File: src/rtl/adcseq_pkg.sv
package adcseq_pkg;
  localparam int CMD_W     = 16;
  localparam int IDX_W     = 4;
  localparam int CH_NUM    = 10;
  localparam int GO_BIT    = 0;
  localparam int IDX_LSB   = 1;
  localparam int MASK_LSB  = 5;
  localparam int SETTLE_BIT = 15;
  localparam int DONE_BIT  = 2;

  localparam logic [1:0] ADR_CMD  = 2'd0;
  localparam logic [1:0] ADR_STAT = 2'd1;
  localparam logic [1:0] ADR_IEN  = 2'd2;
  localparam logic [1:0] ADR_DATA = 2'd3;

  typedef struct packed {
    logic              settle;
    logic [CH_NUM-1:0] mask;
    logic [IDX_W-1:0]  idx;
    logic              go;
  } cmd_t;

  typedef enum logic [1:0] {
    SEQ_IDLE   = 2'd0,
    SEQ_SETTLE = 2'd1,
    SEQ_CONV   = 2'd2
  } seq_state_e;
endpackage

File: src/rtl/adcseq_decode.sv
module adcseq_decode
  import adcseq_pkg::*;
(
  input  logic             cmd_wr,
  input  logic [CMD_W-1:0] cmd_word,
  output logic             req,
  output logic             req_settle,
  output logic [IDX_W-1:0] req_idx
);
  cmd_t              fields;
  logic [CH_NUM-1:0] hit;

  assign fields = cmd_t'(cmd_word);

  // one comparator per channel: selected index and its enable bit
  for (genvar g = 0; g < CH_NUM; g++) begin : g_hit
    assign hit[g] = (fields.idx == IDX_W'(g)) & fields.mask[g];
  end

  assign req        = cmd_wr & fields.go & (|hit);
  assign req_settle = fields.settle;
  assign req_idx    = fields.idx;
endmodule

File: src/rtl/adcseq_ctrl.sv
module adcseq_ctrl
  import adcseq_pkg::*;
#(
  parameter int DELAY_CYCLES = 64
) (
  input  logic             clk,
  input  logic             rst,
  input  logic             req,
  input  logic             req_settle,
  input  logic [IDX_W-1:0] req_idx,
  input  logic             cnv_done,
  output logic             cnv_start,
  output logic [IDX_W-1:0] cnv_chan,
  output logic             conv_active,
  output logic             sample_take
);
  localparam int CNT_W = $clog2(DELAY_CYCLES + 1);

  seq_state_e       state;
  logic [CNT_W-1:0] cnt;
  logic             start_q;
  logic [IDX_W-1:0] chan_q;

  always_ff @(posedge clk) begin
    if (rst) begin
      state   <= SEQ_IDLE;
      cnt     <= '0;
      start_q <= 1'b0;
      chan_q  <= '0;
    end else begin
      start_q <= 1'b0;
      case (state)
        SEQ_IDLE: begin
          if (req) begin
            chan_q <= req_idx;
            if (req_settle) begin
              state <= SEQ_SETTLE;
              cnt   <= CNT_W'(DELAY_CYCLES - 1);
            end else begin
              start_q <= 1'b1;
              state   <= SEQ_CONV;
            end
          end
        end
        SEQ_SETTLE: begin
          if (cnt == '0) begin
            start_q <= 1'b1;
            state   <= SEQ_CONV;
          end else begin
            cnt <= cnt - 1'b1;
          end
        end
        SEQ_CONV: begin
          if (cnv_done) state <= SEQ_IDLE;
        end
        default: state <= SEQ_IDLE;
      endcase
    end
  end

  assign cnv_start   = start_q;
  assign cnv_chan    = chan_q;
  assign conv_active = (state == SEQ_CONV);
  assign sample_take = (state == SEQ_CONV) & cnv_done;
endmodule

File: src/rtl/adcseq_regs.sv
module adcseq_regs
  import adcseq_pkg::*;
#(
  parameter int DATA_W = 16
) (
  input  logic              clk,
  input  logic              rst,
  input  logic              wr_en,
  input  logic [1:0]        wr_addr,
  input  logic [CMD_W-1:0]  wdata,
  input  logic [1:0]        rd_addr,
  input  logic              sample_take,
  input  logic [DATA_W-1:0] cnv_data,
  output logic [CMD_W-1:0]  rdata,
  output logic              irq,
  output logic              done_flag,
  output logic              ie_flag
);
  localparam logic [DATA_W-1:0] SIGN_FLIP = {1'b1, {(DATA_W-1){1'b0}}};

  logic [CMD_W-1:0]  cmd_q;
  logic [DATA_W-1:0] data_q;
  logic              done_q, done_n;
  logic              ie_q, ie_n;
  logic              irq_q;
  logic [CMD_W-1:0]  rd_q;
  logic              clr_hit;

  assign clr_hit = wr_en & (wr_addr == ADR_STAT) & wdata[DONE_BIT];

  always_comb begin
    done_n = done_q;
    if (clr_hit)     done_n = 1'b0;
    if (sample_take) done_n = 1'b1;
    ie_n = ie_q;
    if (wr_en && wr_addr == ADR_IEN) ie_n = wdata[DONE_BIT];
  end

  always_ff @(posedge clk) begin
    if (rst) begin
      cmd_q  <= '0;
      data_q <= '0;
      done_q <= 1'b0;
      ie_q   <= 1'b0;
      irq_q  <= 1'b0;
    end else begin
      if (wr_en && wr_addr == ADR_CMD) cmd_q <= wdata;
      if (sample_take) data_q <= cnv_data ^ SIGN_FLIP;
      done_q <= done_n;
      ie_q   <= ie_n;
      irq_q  <= done_n & ie_n;
    end
  end

  always_ff @(posedge clk) begin
    if (rst) begin
      rd_q <= '0;
    end else begin
      case (rd_addr)
        ADR_CMD:  rd_q <= cmd_q;
        ADR_STAT: rd_q <= CMD_W'(done_q) << DONE_BIT;
        ADR_IEN:  rd_q <= CMD_W'(ie_q) << DONE_BIT;
        default:  rd_q <= CMD_W'(data_q);
      endcase
    end
  end

  assign rdata     = rd_q;
  assign irq       = irq_q;
  assign done_flag = done_q;
  assign ie_flag   = ie_q;
endmodule

File: src/rtl/adcseq_top.sv
module adcseq_top
  import adcseq_pkg::*;
#(
  parameter int DATA_W       = 16,
  parameter int DELAY_CYCLES = 64
) (
  input  logic              clk,
  input  logic              rst,
  input  logic              wr_en,
  input  logic [1:0]        wr_addr,
  input  logic [15:0]       wdata,
  input  logic [1:0]        rd_addr,
  output logic [15:0]       rdata,
  output logic              irq,
  output logic              cnv_start,
  output logic [3:0]        cnv_chan,
  input  logic              cnv_done,
  input  logic [DATA_W-1:0] cnv_data
);
  logic             cmd_wr;
  logic             req, req_settle;
  logic [IDX_W-1:0] req_idx;
  logic             conv_active, sample_take;
  logic             done_flag, ie_flag;

  assign cmd_wr = wr_en & (wr_addr == ADR_CMD);

  adcseq_decode u_dec (
    .cmd_wr     (cmd_wr),
    .cmd_word   (wdata),
    .req        (req),
    .req_settle (req_settle),
    .req_idx    (req_idx)
  );

  adcseq_ctrl #(.DELAY_CYCLES(DELAY_CYCLES)) u_ctrl (
    .clk         (clk),
    .rst         (rst),
    .req         (req),
    .req_settle  (req_settle),
    .req_idx     (req_idx),
    .cnv_done    (cnv_done),
    .cnv_start   (cnv_start),
    .cnv_chan    (cnv_chan),
    .conv_active (conv_active),
    .sample_take (sample_take)
  );

  adcseq_regs #(.DATA_W(DATA_W)) u_regs (
    .clk         (clk),
    .rst         (rst),
    .wr_en       (wr_en),
    .wr_addr     (wr_addr),
    .wdata       (wdata),
    .rd_addr     (rd_addr),
    .sample_take (sample_take),
    .cnv_data    (cnv_data),
    .rdata       (rdata),
    .irq         (irq),
    .done_flag   (done_flag),
    .ie_flag     (ie_flag)
  );
endmodule

File: config.mk
export PLATFORM = sky130hd
export DESIGN_NAME = adcseq_top
export DESIGN_NICKNAME = d
export VERILOG_FILES = /design/src/rtl/adcseq_pkg.sv /design/src/rtl/adcseq_decode.sv /design/src/rtl/adcseq_ctrl.sv /design/src/rtl/adcseq_regs.sv /design/src/rtl/adcseq_top.sv
export SDC_FILE = /design/constraint.sdc
export NUM_CORES = 1
export LEC_CHECK = 0
export CORE_MARGIN = 1
export CORE_UTILIZATION = 44
export CTS_BUF_LIST = sky130_fd_sc_hd__clkbuf_16
export CTS_CLUSTER_DIAMETER = 100
export DETAILED_ROUTE_END_ITERATION = 8
export GPL_TIMING_DRIVEN = 0
export PLACE_DENSITY_LB_ADDON = 0.3
export SKIP_CTS_REPAIR_TIMING = 1
export SYNTH_ARGS = -nofsm -noshare
export SYNTH_HDL_FRONTEND = slang
export SYNTH_SLANG_ARGS = --single-unit
export TNS_END_PERCENT = 10
File: constraint.sdc
create_clock -name clk -period 1.82 [get_ports clk]
set_input_delay 0.273 -clock clk [delete_from_list [all_inputs] [get_ports clk]]
set_output_delay 0.273 -clock clk [all_outputs]
set_load 0.01 [all_outputs]
# == Word level (Yosys, flattened, before mapping) ==
# Index checks and enable logic that the tools add are counted.
# W data, S select, Z words.
# op_classes
eq_ne,20
add_sub_neg,1
reduce_logical,12
n_bitwise,18
muxes,17
# ops
op,n
$pmux W16 S3,1
$mux W7,3
$and A1 B1 Y1,17
$eq A4 B3 Y1 const B,4
$pmux W7 S2,1
$reduce_or A10 Y1,1
$eq A4 B2 Y1 const B,2
$eq A4 B4 Y1 const B,2
$mux W2,4
$ne A2 B2 Y1 const B,4
$logic_not A7 Y1,1
$sub A7 B1 Y7 const B,1
$eq A2 B1 Y1 const B,3
$eq A2 B2 Y1 const B,3
$logic_not A2 Y1,3
$mux W1,6
$pmux W2 S3,1
$eq A4 B1 Y1 const B,1
$logic_not A4 Y1,1
$reduce_and A4 Y1,1
$reduce_and A3 Y1,1
$logic_and A1 B1 Y1,2
$ne A2 B1 Y1 const B,1
$pmux W1 S2,1
other kinds (3),3
# word_totals
reg_bits,65
output_inout_bits,22
inputBits,40
wordCells,78

# == Depth between registers and ports, before layout ==
# logic_depth
word_depth,6
depth_mapped,6

# == Cells and area by module ==
# From an unflattened synthesis, not the netlist that was laid out.
# hier_totals
cells_unflattened,281
area_unflattened_um2,2663.8
# modules_own_cells
mod,instances,cells_per_inst,area_per_inst_um2
adcseq_regs,1,188,1803.0
adcseq_ctrl,1,72,691.9
adcseq_decode,1,20,156.4
adcseq_top,1,1,12.5

# == Worst setup path after synthesis ==
# OpenSTA, ideal clock, no wires.
# synth_path
path_kind,register to register
startpoint,register u_ctrl.state[1]
endpoint,register u_ctrl.cnt[6]
arrival_ps,1675
required_ps,1703
synth_period_minus_slack_ps,1792
path_stages_with_launch,6
slack_ps,28
cell_sequence,dfxtp_1 > or3b_1 > a311oi_4 > nand4_4 > or2_1 > and4b_1
# synth_via
elab_chain_len,3
elab_cells_between_ends,8
classes_between,eq/ne (4); mux (1); reduce/logical (3)
# synth_lines
item,line_no,text
from (decl),adcseq_ctrl.sv:19,seq_state_e state;
from (signal assigned),adcseq_ctrl.sv:26,state <= SEQ_IDLE;
from (signal assigned),adcseq_ctrl.sv:37,state <= SEQ_SETTLE;
from (signal assigned),adcseq_ctrl.sv:41,state <= SEQ_CONV;
$eq A2 B1 Y1 / $logic_not A2 Y1 (equally long branches),adcseq_ctrl.sv:32,case (state)
$ne A2 B2 Y1 (no source line) / $reduce_bool A2 Y1 (equally long branches),n/a,
$reduce_and A4 Y1 (no source line),n/a,
to (signal assigned),adcseq_ctrl.sv:38,cnt <= CNT_W'(DELAY_CYCLES - 1);
to (signal assigned),adcseq_ctrl.sv:50,cnt <= cnt - 1'b1;
to (decl),adcseq_ctrl.sv:20,logic [CNT_W-1:0] cnt;
# Parallel ways exist; a longest one is shown, timed or not.
# A chain may end at the register's enable or synchronous reset.

# == Worst setup path after layout ==
# layout_path
startpoint,register u_ctrl.state[1]
endpoint,register u_ctrl.state[0]
# layout_via
elab_chain_len,3
elab_cells_between_ends,8
classes_between,eq/ne (5); mux (1); reduce/logical (2)
# layout_lines
item,line_no
$eq A2 B1 Y1 (tied with other cells),adcseq_ctrl.sv:32
$ne A2 B1 Y1 (no source line) / $ne A2 B2 Y1 (equally long branches),n/a
$reduce_and A3 Y1 (no source line),n/a
# Parallel ways exist; a longest one is shown, timed or not.

==> impl_results.md <==
- Setup-failing EPs final: 0
- Status: completed
- Element type at the critical path start: flip-flop
- Max-cap violation count: 0
- Period utilization: just under 100%
- Adder-cell area share of the yosys netlist: less than 1%
- Placement Rows: 27
- Vias per inst: approximately 5.3
- Mux contribution to synthesized area: 4.84%
- Top_reg_cell synth: dfxtp_1
- Initial Util: between 40 and 50%
- H-tree levels: 3
- Avg Cell Area, Syn: 8.79 um2
- Lkg Pwr: approximately 0.0014 uW
- Fmax: 565 MHz
- Worst Hold Class: input port to flip-flop
- Fin cells: 442
- Final WL: approximately 6200 um
- Top layer reached by signal wires: met4
- Worst slew margin: a little under half
- Initial antenna violation count: 0
- Core Box Area: between 5000 and 6000 um2
- Synth Area in Compound Gates: ~18%
- Fin crit period: 1.77 ns
- DR WL met2: ~3000 um
- Ys async rst share: 0%
- CP Capture Type: flip-flop
- Multi-input gate area: 1200 um2
- Routed wire per std cell: roughly 14 um
- Crit Path Category: flip-flop to flip-flop
- DP HPWL: 4310 um
- YS warnings: 0
- Area grow syn2layout: 40.8%
- Input/output buffers: 60
- Critical Path RT: about 2.1 ns
- Nets: between 400 and 500
- Crit path DAT: about 2.0 ns
- Ports: between 60 and 70
- Via count of the routed design: approximately 2300
- Fraction of layout cells with a size suffix above 1: 8.65%
- Crit-path cells: or3b_4 -> a311oi_4 -> nand4_4 -> buf_4 -> o21bai_4 -> nor2b_1
- Clock-pin slew on the worst setup and hold paths: ~0.05 ns
- Placed Cells: 423
- Synth Area in Simple Gates: a little over a fifth
- Worst-skew pair later-pin latency: 0.32 ns
- Total track usage: ~22%
- Antenna Nets Post-Route: 0
- Maximum VDD drop: 0.552 mV
- Post-Synth XOR/XNOR Area: under 10%
- Post-synth EDFFs: 0
- Register area share after synthesis: between 50% and 60%
- Crit Path Max Fanout: 7
- Minimum hold slack: approximately 0.27 ns
- Clock sink count: 65
- Largest family of logic cells by synthesized area: simple AND/OR/NAND/NOR gates
- Initial DRT Pass Iterations: 4
- Synthesized area: between 2000 and 3000 um2
- Pwr Density: 920 nW/um2
- Setup TNS Final: 0 ns
- Post-route DRC: 0
- Tot Pwr: about 3300 uW
- Slowest cell on crit path: or3b_4
- Final Hold Violating Endpoints: 0
- WL met1: between 2000 and 3000 um
- Final slew viol count: 0
- Fin util: 65.0%
- Num CTS Buffers: 9
- Worst slew pin tran: roughly 0.8 ns
- FF+latch count, synth: 65
- Die Y: a little under 80 um
- Fillers: 468
- Reg area: 1300 um2
- Global-route wire length before repair: 9960 um
- Synth cell types: between 40 and 50
- Iteration-0 DRC Markers: between 100 and 150
- CTS tree: built
- Met3 wire len: between 300 and 400 um
- Antenna diodes: 0
- Synthesized instance count: approximately 290
- CTS root buf: clkbuf_16
- Routability cong.: 0.876
- Largest net degree at the start of global routing: 11
- Maximum buffer depth of the clock tree: 2
- Vias in the first global route: about 2200
- Biggest cell delay along the critical path: 0.41 ns
- Grt total ovfl: 0
- Setup Skew: roughly 0.0043 ns
- Post-synthesis net count: between 300 and 400
- DIE AREA: between 6000 and 7000 um2
- Floorplan die width: 78.3 um
==> through the flow <==
step	setup slack, ns	cell area (um2)
finish	0.0509	3600
global route	-0.0136	3600
CTS	-0.247	3530
detailed placement	-0.578	3250
global placement	-0.548	3250
floorplan	0.0284	2560
==> Yosys cell counts, types with 2 or more instances <==
cell type	number	area, um2
dfxtp_1	65	1300
nand2_1	64	240
a21oi_1	37	185
nor2_1	30	113
a22oi_1	15	113
clkbuf_1	12	45.0
mux2i_1	9	90.1
inv_1	6	22.5
nor2b_1	4	25.0
nor3_1	4	20.0
o21a_1	4	30.0
a211oi_1	3	22.5
a211o_1	2	17.5
buf_1	2	7.51
nand2b_1	2	12.5
nand3b_1	2	15.0
nand4_1	2	12.5
or3b_1	2	17.5
xnor2_1	2	17.5
==> worst max-delay path: cells and delay by family (launching register included) <==
family / cells / cell delay (ns)
simple gates: 3 / 0.74
flops: 1 / 0.35
buf+inv: 1 / 0.19
compound gates: 2 / 0.42
==> power by group <==
part / switching [uW] / leakage (uW) / total [uW] / internal (uW)
registers: 11.4 / 0.000526 / 1460 / 1440
clock network: 578 / 0.000141 / 1610 / 1030
logic: 123 / 0.000688 / 251 / 127
==> final timing paths <==
kind	endpoint	depth (start not counted)	slack [ns]	from
worst max register to register	u_ctrl.state[0]	6	0.05	u_ctrl.state[1]
worst min register to register	u_regs.data_q[5]	2	0.45	u_regs.data_q[5]
worst min-delay path	u_regs.cmd_q[0]	3	0.27	wdata[0]
worst max-delay path	u_ctrl.state[0]	6	0.05	u_ctrl.state[1]
==> state kept, by name, indices dropped and copies added (netlist names) <==
| register | cells |
|---|---|
| u_ctrl.cnv_start | 1 |
| u_regs.done_flag | 1 |
| u_ctrl.state | 2 |
| u_regs.rdata | 16 |
| u_regs.ie_flag | 1 |
| u_ctrl.cnt | 7 |
| u_regs.data_q | 16 |
| u_regs.irq | 1 |
| u_ctrl.cnv_chan | 4 |
| u_regs.cmd_q | 16 |
==> cell type report <==
| cell class | count | share of cell area (%) |
|---|---|---|
| well taps | 72 | 2.50 |
| multi-input cells | 204 | 33.2 |
| plain buffers | 16 | 1.94 |
| flip-flops and latches | 65 | 36.2 |
| clock inverters | 6 | 1.42 |
| repair buffers | 64 | 17.8 |
| clock buffers | 9 | 6.25 |
| inverters | 6 | 0.625 |
==> kinds of logic (layout without fill, tap and decap cells) <==
group,Yosys count,count (layout)
AND/OR/NAND/NOR,120,120
AO/OA/AOI/OAI,69,69
flip-flops,65,65
buffers and inverters,22,101
multiplexers,11,11
XOR/XNOR,3,3
adder cells (fa/ha/maj),1,1
==> routing by layer <==
layer	track usage (%)	vias to the layer above
li1	-	1152
met1	26.3	1108
met2	35.0	71
met3	5.12	12
met4	12.2	0
met5	0	-
==> placed cells by master (no fill, tap or decap), types with 5 or more instances in the layout <==
master           Yosys  routed
nor2_1              30      30
clkbuf_16            0       9
mux2i_1              9       9
clkbuf_1            12      11
nand2_1             64      64
dfxtp_1             65      63
a21oi_1             37      37
dlymetal6s2s_1       0       5
clkdlybuf4s50_1      0      55
a22oi_1             15      15
inv_1                6       7
Note: power is estimated with default switching activity, not from simulation.
